## src/rtl/flash_cmd_pkg.sv

```systemverilog
package flash_cmd_pkg;

    localparam logic [7:0] OP_ERASE_SETUP = 8'h20;
    localparam logic [7:0] OP_CONFIRM     = 8'hD0;
    localparam logic [7:0] OP_SUSPEND     = 8'hB0;
    localparam logic [7:0] OP_LOCK_SETUP  = 8'h60;
    localparam logic [7:0] OP_LOCK        = 8'h01;
    localparam logic [7:0] OP_LOCKDOWN    = 8'h2F;
    localparam logic [7:0] OP_CLR_STATUS  = 8'h50;
    localparam logic [7:0] OP_RD_STATUS   = 8'h70;
    localparam logic [7:0] OP_RD_ARRAY    = 8'hFF;

    typedef enum logic [3:0] {
        CMD_NONE,
        CMD_ERASE_SETUP,
        CMD_CONFIRM,
        CMD_SUSPEND,
        CMD_LOCK_SETUP,
        CMD_LOCK,
        CMD_LOCKDOWN,
        CMD_CLR_STATUS,
        CMD_RD_STATUS,
        CMD_RD_ARRAY,
        CMD_OTHER
    } cmd_e;

    typedef enum logic [1:0] {
        BLK_UNLOCKED    = 2'd0,
        BLK_LOCKED      = 2'd1,
        BLK_LOCKED_DOWN = 2'd2
    } lock_e;

    typedef enum logic [1:0] {
        LOP_NONE,
        LOP_LOCK,
        LOP_UNLOCK,
        LOP_LOCKDOWN
    } lock_op_e;

    typedef enum logic [2:0] {
        ST_IDLE,
        ST_ERASE_SETUP,
        ST_LOCK_SETUP,
        ST_ERASING,
        ST_SUSPENDED
    } ctrl_e;

    typedef struct packed {
        logic erase_fail;
        logic seq_fail;
        logic locked_fail;
    } err_t;

    typedef struct packed {
        lock_e lock;
        logic  erased;
    } blk_t;

endpackage

```

## src/rtl/flash_cmd_decode.sv

```systemverilog
module flash_cmd_decode
    import flash_cmd_pkg::*;
(
    input  logic       wr_en,
    input  logic [7:0] wr_cmd,
    output cmd_e       kind
);

    always_comb begin
        if (!wr_en) begin
            kind = CMD_NONE;
        end else begin
            unique case (wr_cmd)
                OP_ERASE_SETUP: kind = CMD_ERASE_SETUP;
                OP_CONFIRM:     kind = CMD_CONFIRM;
                OP_SUSPEND:     kind = CMD_SUSPEND;
                OP_LOCK_SETUP:  kind = CMD_LOCK_SETUP;
                OP_LOCK:        kind = CMD_LOCK;
                OP_LOCKDOWN:    kind = CMD_LOCKDOWN;
                OP_CLR_STATUS:  kind = CMD_CLR_STATUS;
                OP_RD_STATUS:   kind = CMD_RD_STATUS;
                OP_RD_ARRAY:    kind = CMD_RD_ARRAY;
                default:        kind = CMD_OTHER;
            endcase
        end
    end

endmodule

```

## src/rtl/flash_erase_timer.sv

```systemverilog
module flash_erase_timer #(
    parameter int CYCLES = 64,
    localparam int CW = $clog2(CYCLES + 1)
) (
    input  logic          clk,
    input  logic          rst_n,
    input  logic          load,
    input  logic          run,
    output logic          done,
    output logic [CW-1:0] remaining
);

    logic [CW-1:0] cnt_d, cnt_q;

    assign done      = run && (cnt_q == CW'(1));
    assign remaining = cnt_q;

    always_comb begin
        cnt_d = cnt_q;
        if (load) begin
            cnt_d = CW'(CYCLES);
        end else if (run && cnt_q != '0) begin
            cnt_d = cnt_q - CW'(1);
        end
    end

    always_ff @(posedge clk or negedge rst_n) begin
        if (!rst_n) begin
            cnt_q <= '0;
        end else begin
            cnt_q <= cnt_d;
        end
    end

endmodule

```

## src/rtl/flash_blk_table.sv

```systemverilog
module flash_blk_table
    import flash_cmd_pkg::*;
#(
    parameter int NUM_BLK = 16,
    localparam int BLK_W = $clog2(NUM_BLK)
) (
    input  logic             clk,
    input  logic             rst_n,
    input  lock_op_e         lock_op,
    input  logic [BLK_W-1:0] op_blk,
    input  logic             mark_erased,
    input  logic [BLK_W-1:0] erased_blk,
    input  logic [BLK_W-1:0] q_blk,
    output lock_e            op_lock,
    output lock_e            q_lock,
    output logic             q_erased
);

    lock_e lock_vec   [NUM_BLK];
    logic  erased_vec [NUM_BLK];

    for (genvar i = 0; i < NUM_BLK; i++) begin : g_blk
        blk_t cur_d, cur_q;

        always_comb begin
            cur_d = cur_q;
            if (op_blk == BLK_W'(i) && cur_q.lock != BLK_LOCKED_DOWN) begin
                unique case (lock_op)
                    LOP_LOCK:     cur_d.lock = BLK_LOCKED;
                    LOP_UNLOCK:   cur_d.lock = BLK_UNLOCKED;
                    LOP_LOCKDOWN: cur_d.lock = BLK_LOCKED_DOWN;
                    default:      cur_d.lock = cur_q.lock;
                endcase
            end
            if (mark_erased && erased_blk == BLK_W'(i)) begin
                cur_d.erased = 1'b1;
            end
        end

        always_ff @(posedge clk or negedge rst_n) begin
            if (!rst_n) begin
                cur_q <= '{lock: BLK_LOCKED, erased: 1'b0};
            end else begin
                cur_q <= cur_d;
            end
        end

        assign lock_vec[i]   = cur_q.lock;
        assign erased_vec[i] = cur_q.erased;
    end

    assign op_lock  = lock_vec[op_blk];
    assign q_lock   = lock_vec[q_blk];
    assign q_erased = erased_vec[q_blk];

endmodule

```

## src/rtl/flash_cmd_ctrl.sv

```systemverilog
module flash_cmd_ctrl
    import flash_cmd_pkg::*;
#(
    parameter int NUM_BLK = 16,
    parameter int ERASE_CYCLES = 64,
    localparam int BLK_W = $clog2(NUM_BLK),
    localparam int CW = $clog2(ERASE_CYCLES + 1)
) (
    input  logic             clk,
    input  logic             rst_n,
    input  logic             wr_en,
    input  logic [7:0]       wr_cmd,
    input  logic [BLK_W-1:0] wr_blk,
    input  logic [BLK_W-1:0] q_blk,
    output logic [7:0]       status,
    output logic             rd_status_mode,
    output logic [1:0]       q_lock,
    output logic             q_erased
);

    typedef struct packed {
        ctrl_e            state;
        logic             rd_status;
        err_t             err;
        logic [BLK_W-1:0] tgt;
    } ctrl_t;

    ctrl_t    r_d, r_q;
    cmd_e     kind;
    lock_op_e lock_op;
    lock_e    op_lock, q_lock_e;
    logic     tmr_load, tmr_run, tmr_done, mark_erased;
    logic [CW-1:0] tmr_left;

    flash_cmd_decode u_dec (
        .wr_en  (wr_en),
        .wr_cmd (wr_cmd),
        .kind   (kind)
    );

    flash_erase_timer #(.CYCLES(ERASE_CYCLES)) u_tmr (
        .clk       (clk),
        .rst_n     (rst_n),
        .load      (tmr_load),
        .run       (tmr_run),
        .done      (tmr_done),
        .remaining (tmr_left)
    );

    flash_blk_table #(.NUM_BLK(NUM_BLK)) u_tab (
        .clk         (clk),
        .rst_n       (rst_n),
        .lock_op     (lock_op),
        .op_blk      (wr_blk),
        .mark_erased (mark_erased),
        .erased_blk  (r_q.tgt),
        .q_blk       (q_blk),
        .op_lock     (op_lock),
        .q_lock      (q_lock_e),
        .q_erased    (q_erased)
    );

    always_comb begin
        r_d         = r_q;
        lock_op     = LOP_NONE;
        tmr_load    = 1'b0;
        tmr_run     = 1'b0;
        mark_erased = 1'b0;

        unique case (r_q.state)
            ST_IDLE: begin
                unique case (kind)
                    CMD_ERASE_SETUP: begin
                        r_d.state     = ST_ERASE_SETUP;
                        r_d.rd_status = 1'b1;
                    end
                    CMD_LOCK_SETUP: begin
                        r_d.state     = ST_LOCK_SETUP;
                        r_d.rd_status = 1'b1;
                    end
                    CMD_CLR_STATUS: r_d.err       = '0;
                    CMD_RD_STATUS:  r_d.rd_status = 1'b1;
                    CMD_RD_ARRAY:   r_d.rd_status = 1'b0;
                    default: ;
                endcase
            end

            ST_ERASE_SETUP: begin
                if (kind != CMD_NONE) begin
                    r_d.state     = ST_IDLE;
                    r_d.rd_status = 1'b1;
                    if (kind == CMD_CONFIRM) begin
                        if (op_lock == BLK_UNLOCKED) begin
                            r_d.state = ST_ERASING;
                            r_d.tgt   = wr_blk;
                            tmr_load  = 1'b1;
                        end else begin
                            r_d.err.erase_fail  = 1'b1;
                            r_d.err.locked_fail = 1'b1;
                        end
                    end else begin
                        r_d.err.erase_fail = 1'b1;
                        r_d.err.seq_fail   = 1'b1;
                    end
                end
            end

            ST_LOCK_SETUP: begin
                if (kind != CMD_NONE) begin
                    r_d.state = ST_IDLE;
                    unique case (kind)
                        CMD_LOCK:     lock_op = LOP_LOCK;
                        CMD_CONFIRM:  lock_op = LOP_UNLOCK;
                        CMD_LOCKDOWN: lock_op = LOP_LOCKDOWN;
                        default: begin
                            r_d.err.erase_fail = 1'b1;
                            r_d.err.seq_fail   = 1'b1;
                        end
                    endcase
                end
            end

            ST_ERASING: begin
                tmr_run = (kind != CMD_SUSPEND);
                if (kind == CMD_RD_STATUS) begin
                    r_d.rd_status = 1'b1;
                end
                if (tmr_done) begin
                    r_d.state   = ST_IDLE;
                    mark_erased = 1'b1;
                end else if (kind == CMD_SUSPEND) begin
                    r_d.state = ST_SUSPENDED;
                end
            end

            ST_SUSPENDED: begin
                unique case (kind)
                    CMD_CONFIRM:    r_d.state     = ST_ERASING;
                    CMD_RD_STATUS:  r_d.rd_status = 1'b1;
                    CMD_RD_ARRAY:   r_d.rd_status = 1'b0;
                    CMD_CLR_STATUS: r_d.err       = '0;
                    default: ;
                endcase
            end

            default: r_d.state = ST_IDLE;
        endcase
    end

    always_ff @(posedge clk or negedge rst_n) begin
        if (!rst_n) begin
            r_q <= '{state: ST_IDLE, rd_status: 1'b0, err: '0, tgt: '0};
        end else begin
            r_q <= r_d;
        end
    end

    assign status = {r_q.state != ST_ERASING,
                     r_q.state == ST_SUSPENDED,
                     r_q.err.erase_fail,
                     r_q.err.seq_fail,
                     2'b00,
                     r_q.err.locked_fail,
                     1'b0};
    assign rd_status_mode = r_q.rd_status;
    assign q_lock         = q_lock_e;

endmodule

```

## config.mk

```make
export PLATFORM = sky130hd
export DESIGN_NAME = flash_cmd_ctrl
export DESIGN_NICKNAME = d
export VERILOG_FILES = /design/src/rtl/flash_cmd_pkg.sv /design/src/rtl/flash_cmd_decode.sv /design/src/rtl/flash_erase_timer.sv /design/src/rtl/flash_blk_table.sv /design/src/rtl/flash_cmd_ctrl.sv
export SDC_FILE = /design/constraint.sdc
export NUM_CORES = 1
export LEC_CHECK = 0
export ABC_AREA = 1
export BUFFER_PORTS_ARGS = -buffer_cell sky130_fd_sc_hd__buf_2
export CAP_MARGIN = 10
export CORE_MARGIN = 5
export CORE_UTILIZATION = 59
export CTS_CLUSTER_DIAMETER = 200
export DETAILED_ROUTE_END_ITERATION = 8
export GPL_ROUTABILITY_DRIVEN = 0
export PLACE_DENSITY_LB_ADDON = 0.1
export SLEW_MARGIN = 20
export SYNTH_ARGS = -nofsm -noshare
export SYNTH_HDL_FRONTEND = slang
export SYNTH_SLANG_ARGS = --single-unit
export TNS_END_PERCENT = 50
```

## constraint.sdc

```tcl
create_clock -name clk -period 2.15 [get_ports clk]
set_clock_uncertainty 0.05 [all_clocks]
set_input_delay 0 -clock clk [delete_from_list [all_inputs] [get_ports clk]]
set_output_delay 0 -clock clk [all_outputs]
set_load 0.005 [all_outputs]
```

==> reports/qor.txt <==
Crit start category - primary input
Worst setup path start - wr_blk[0]
Area grow syn2layout - 11.48%
Post-Layout Inst Area - 4858 um2
Drt first pass iters - 5
Placed Area - 4587 um2
H-Tree Level Count - 3
Max FO, Critical Path - 5
Total power draw - 4.289 mW
Post-synth top area cell - dfrtp_1
Reg clk slew, reported paths - 0.07 ns
Yosys Warn Count - 0
Die Y - 95.95 um
Synth Flop Type - dfrtp_1
Cell Rows - 31
Leakage - 2.463 nW
Post-synth ARST share - 100.0%
Vias in the first global route - 3952
Unique masters post-synth - 39
Synth top area share - 28.71%
Synthesized area - 4358 um2
Outcome - finished, final reports clean
Antenna violations before repair - 0
Largest net degree at the start of global routing - 58
Number of remaining DRC errors - 0
Initial core utilization - 60.41%
Worst EP arrival - 2.19 ns
GRT Util Overall - 25.81%
Routed vias - 4154
CP Capture Type - flop
I/O pin count - 31
Post-synthesis sequential area ratio - 38.36%
Avg Vias per Cell - 5.561
Power density over the cells - 882.8 nW/um2
Remaining Overflow, GRT - 0
Max VDD drop - 0.4431 mV
Min-delay worst type - in -> async
Fmax - 496.6 MHz
Worst EP required - 2.33 ns
Post-Syn Instances - 608
Starting DRC count in detailed routing - 347
Final hold viol count - 0
R2r endpoint - u_tmr.remaining[6]$_DFFE_PN0P_
Clk_lat worst skew - 0.34 ns
Post-Synthesis Mean Instance Area - 7.168 um2
CTS tree - done
Drt total wl - 10930 um
RSZ-0062 raised after global routing - false
First-pass GRT wire length - 18560 um
Setup TNS - 0 ns
Dpl hpwl - 8062 um
Fin nets - 664
Synth top area cells - dfrtp_1 (29%), nand2_1 (12%), dfstp_2 (9.6%)
Max-slew violation count - 0
Max-cap violations - 0
FF-to-FF Start - u_tab.g_blk[5].cur_q[2]$_DFFE_PN0P_
Actual slew at the worst max-slew pin - 0.4985 ns
Final setup viols - 0
Ant. Diodes - 0
Num CTS Buffers - 9
CORE AREA - 7214 um2
Chip width - 95.95 um
Post-synth EDFFs - 0
Crit path kind - in -> reg
Final ANT Viol Nets - 0
WL/cell - 14.63 um
Smallest hold slack - 0.01523 ns
CTS Sinks - 66
Die area - 9205 um2
Clk buf depth - 2
Layout cell share with drive strength beyond 1 - 17.75%
R2R depth - 9
R2r setup slk - 0.26 ns
FF+latch count, synth - 66
Tcrit/Tclk final - 93.67%
Root Buffer - clkbuf_8
Worst-case headroom to the max-slew limit - 66.57%
Minimum clock period - 2.014 ns
Port Buffers - 27
## logic make-up (layout without fill, tap and decap cells)
kind of cell | after synthesis | count (layout) | share of synthesized area (%)
compound gates | 134 | 134 | 18.43
xor+xnor | 4 | 4 | 0.8038
fa+ha+maj | 2 | 2 | 0.5741
buf+inv | 114 | 152 | 11.05
flops | 66 | 66 | 38.36
mux | 2 | 2 | 0.4594
other cells | 1 | 3 | 0.08605
simple gates | 285 | 285 | 30.23
## cells in the mapped netlist, types with 2 or more instances
library cell	number
dfrtp_1	50
mux2i_1	2
a21boi_1	5
a21boi_2	5
buf_4	7
buf_1	2
nor2_4	3
o22ai_1	3
a211oi_1	13
o21ai_0	51
o21ai_2	2
nand3_2	4
inv_2	5
a22oi_1	3
inv_1	89
nor2_1	49
o21ai_1	19
nand2_2	5
nor2_2	5
nand4_1	12
xor2_1	4
o221ai_1	5
nand2_4	9
clkbuf_1	7
nor3_1	2
nand2_1	142
nand3_1	53
dfstp_2	16
a21oi_1	25
ha_1	2
## worst max-delay path: stages
cell and delay, ns:
dlygate4sd3_1 0.53, buf_2 0.15, nor2_1 0.38, o21ai_0 0.17
a31o_2 0.28, nand3_1 0.08, nor2_2 0.06, nand4_1 0.18
buf_4 0.16, nand3_1 0.07, nand2_1 0.08, nand2_1 0.05
## through the flow
step                      util, %  setup slack (ns)  cells
after global routing        67.34           0.01375    747
final                       67.34            0.1362    747
after detailed placement    63.58            0.2140    725
after global placement      63.58            0.2142    725
after CTS                   67.10           0.05972    746
after floorplan                 -            0.4538    610
## where the power goes
| part | leakage [nW] | switching [mW] | internal, mW | total [mW] |
|---|---|---|---|---|
| logic | 1.60 | 0.997 | 0.525 | 1.52 |
| registers | 0.765 | 0.178 | 1.51 | 1.69 |
| clock network | 0.0945 | 0.509 | 0.567 | 1.08 |
## sequential cells by signal (all words and copies together) (netlist names)
| signal | count |
|---|---|
| r_q | 7 |
| u_tmr.remaining | 7 |
| rd_status_mode | 1 |
| status | 3 |
| u_tab.g_blk.cur_q | 32 |
| u_tab.erased_vec | 16 |
## per-layer routing
| layer | up-vias | routed length (um) | part of all wire (%) | track usage [%] |
|---|---|---|---|---|
| met4 | 0 | 144 | 1.3 | 7.583 |
| met2 | 135 | 5253 | 48 | 42.27 |
| met3 | 13 | 609 | 5.6 | 4.300 |
| met5 | - | 0 | 0 | 0 |
| li1 | 2054 | - | - | - |
| met1 | 1952 | 4919 | 45 | 35.19 |
## layout by cell type, fill, tap and decap left out, drive strengths merged
cell type / synthesis / layout
buf: 12 / 36
a21oi: 27 / 27
clkinvlp: 0 / 3
dfrtp: 50 / 50
a21boi: 10 / 10
dfstp: 16 / 16
o22ai: 3 / 3
conb: 1 / 3
bufinv: 0 / 1
mux2i: 2 / 2
clkinv: 0 / 2
o221ai: 5 / 5
o21ai: 72 / 72
nand4: 13 / 13
a31o: 1 / 1
xor2: 4 / 4
dlygate4sd3: 0 / 5
ha: 2 / 2
clkbuf: 7 / 10
inv: 95 / 95
a211oi: 13 / 13
nand3: 57 / 57
a22oi: 3 / 3
nor3: 2 / 2
nor2: 57 / 57
nand2: 156 / 156
## timing repair
item                       in CTS  in global routing
gates resized for setup         0                  4
hold buffers                    5                  0
setup buffers                   0                  1
setup endpoints to repair       0                 15
hold endpoints to repair       54                  0
## how the worst max path moves through the flow
stage | end | slack (ns)
detailed placement | u_tmr.remaining[3]$_DFFE_PN0P_ | 0.21
finish | r_q[9]$_DFFE_PN0P_ | 0.14
CTS | u_tmr.remaining[3]$_DFFE_PN0P_ | 0.06
global placement | u_tmr.remaining[6]$_DFFE_PN0P_ | 0.21
floorplan | u_tab.g_blk[11].cur_q[2]$_DFFE_PN0P_ | 0.45
global route | r_q[8]$_DFFE_PN0P_ | 0.01
## area by class of cell
class | count | area [um2]
multi-input combinational | 430 | 2222
timing repair buffer | 41 | 277.8
inverter | 95 | 359.1
tap | 99 | 123.9
fill | 624 | 2356
clock buffer | 10 | 137.6
clock inverter | 6 | 66.31
sequential | 66 | 1672
Note: power is estimated with default switching activity, not from simulation.
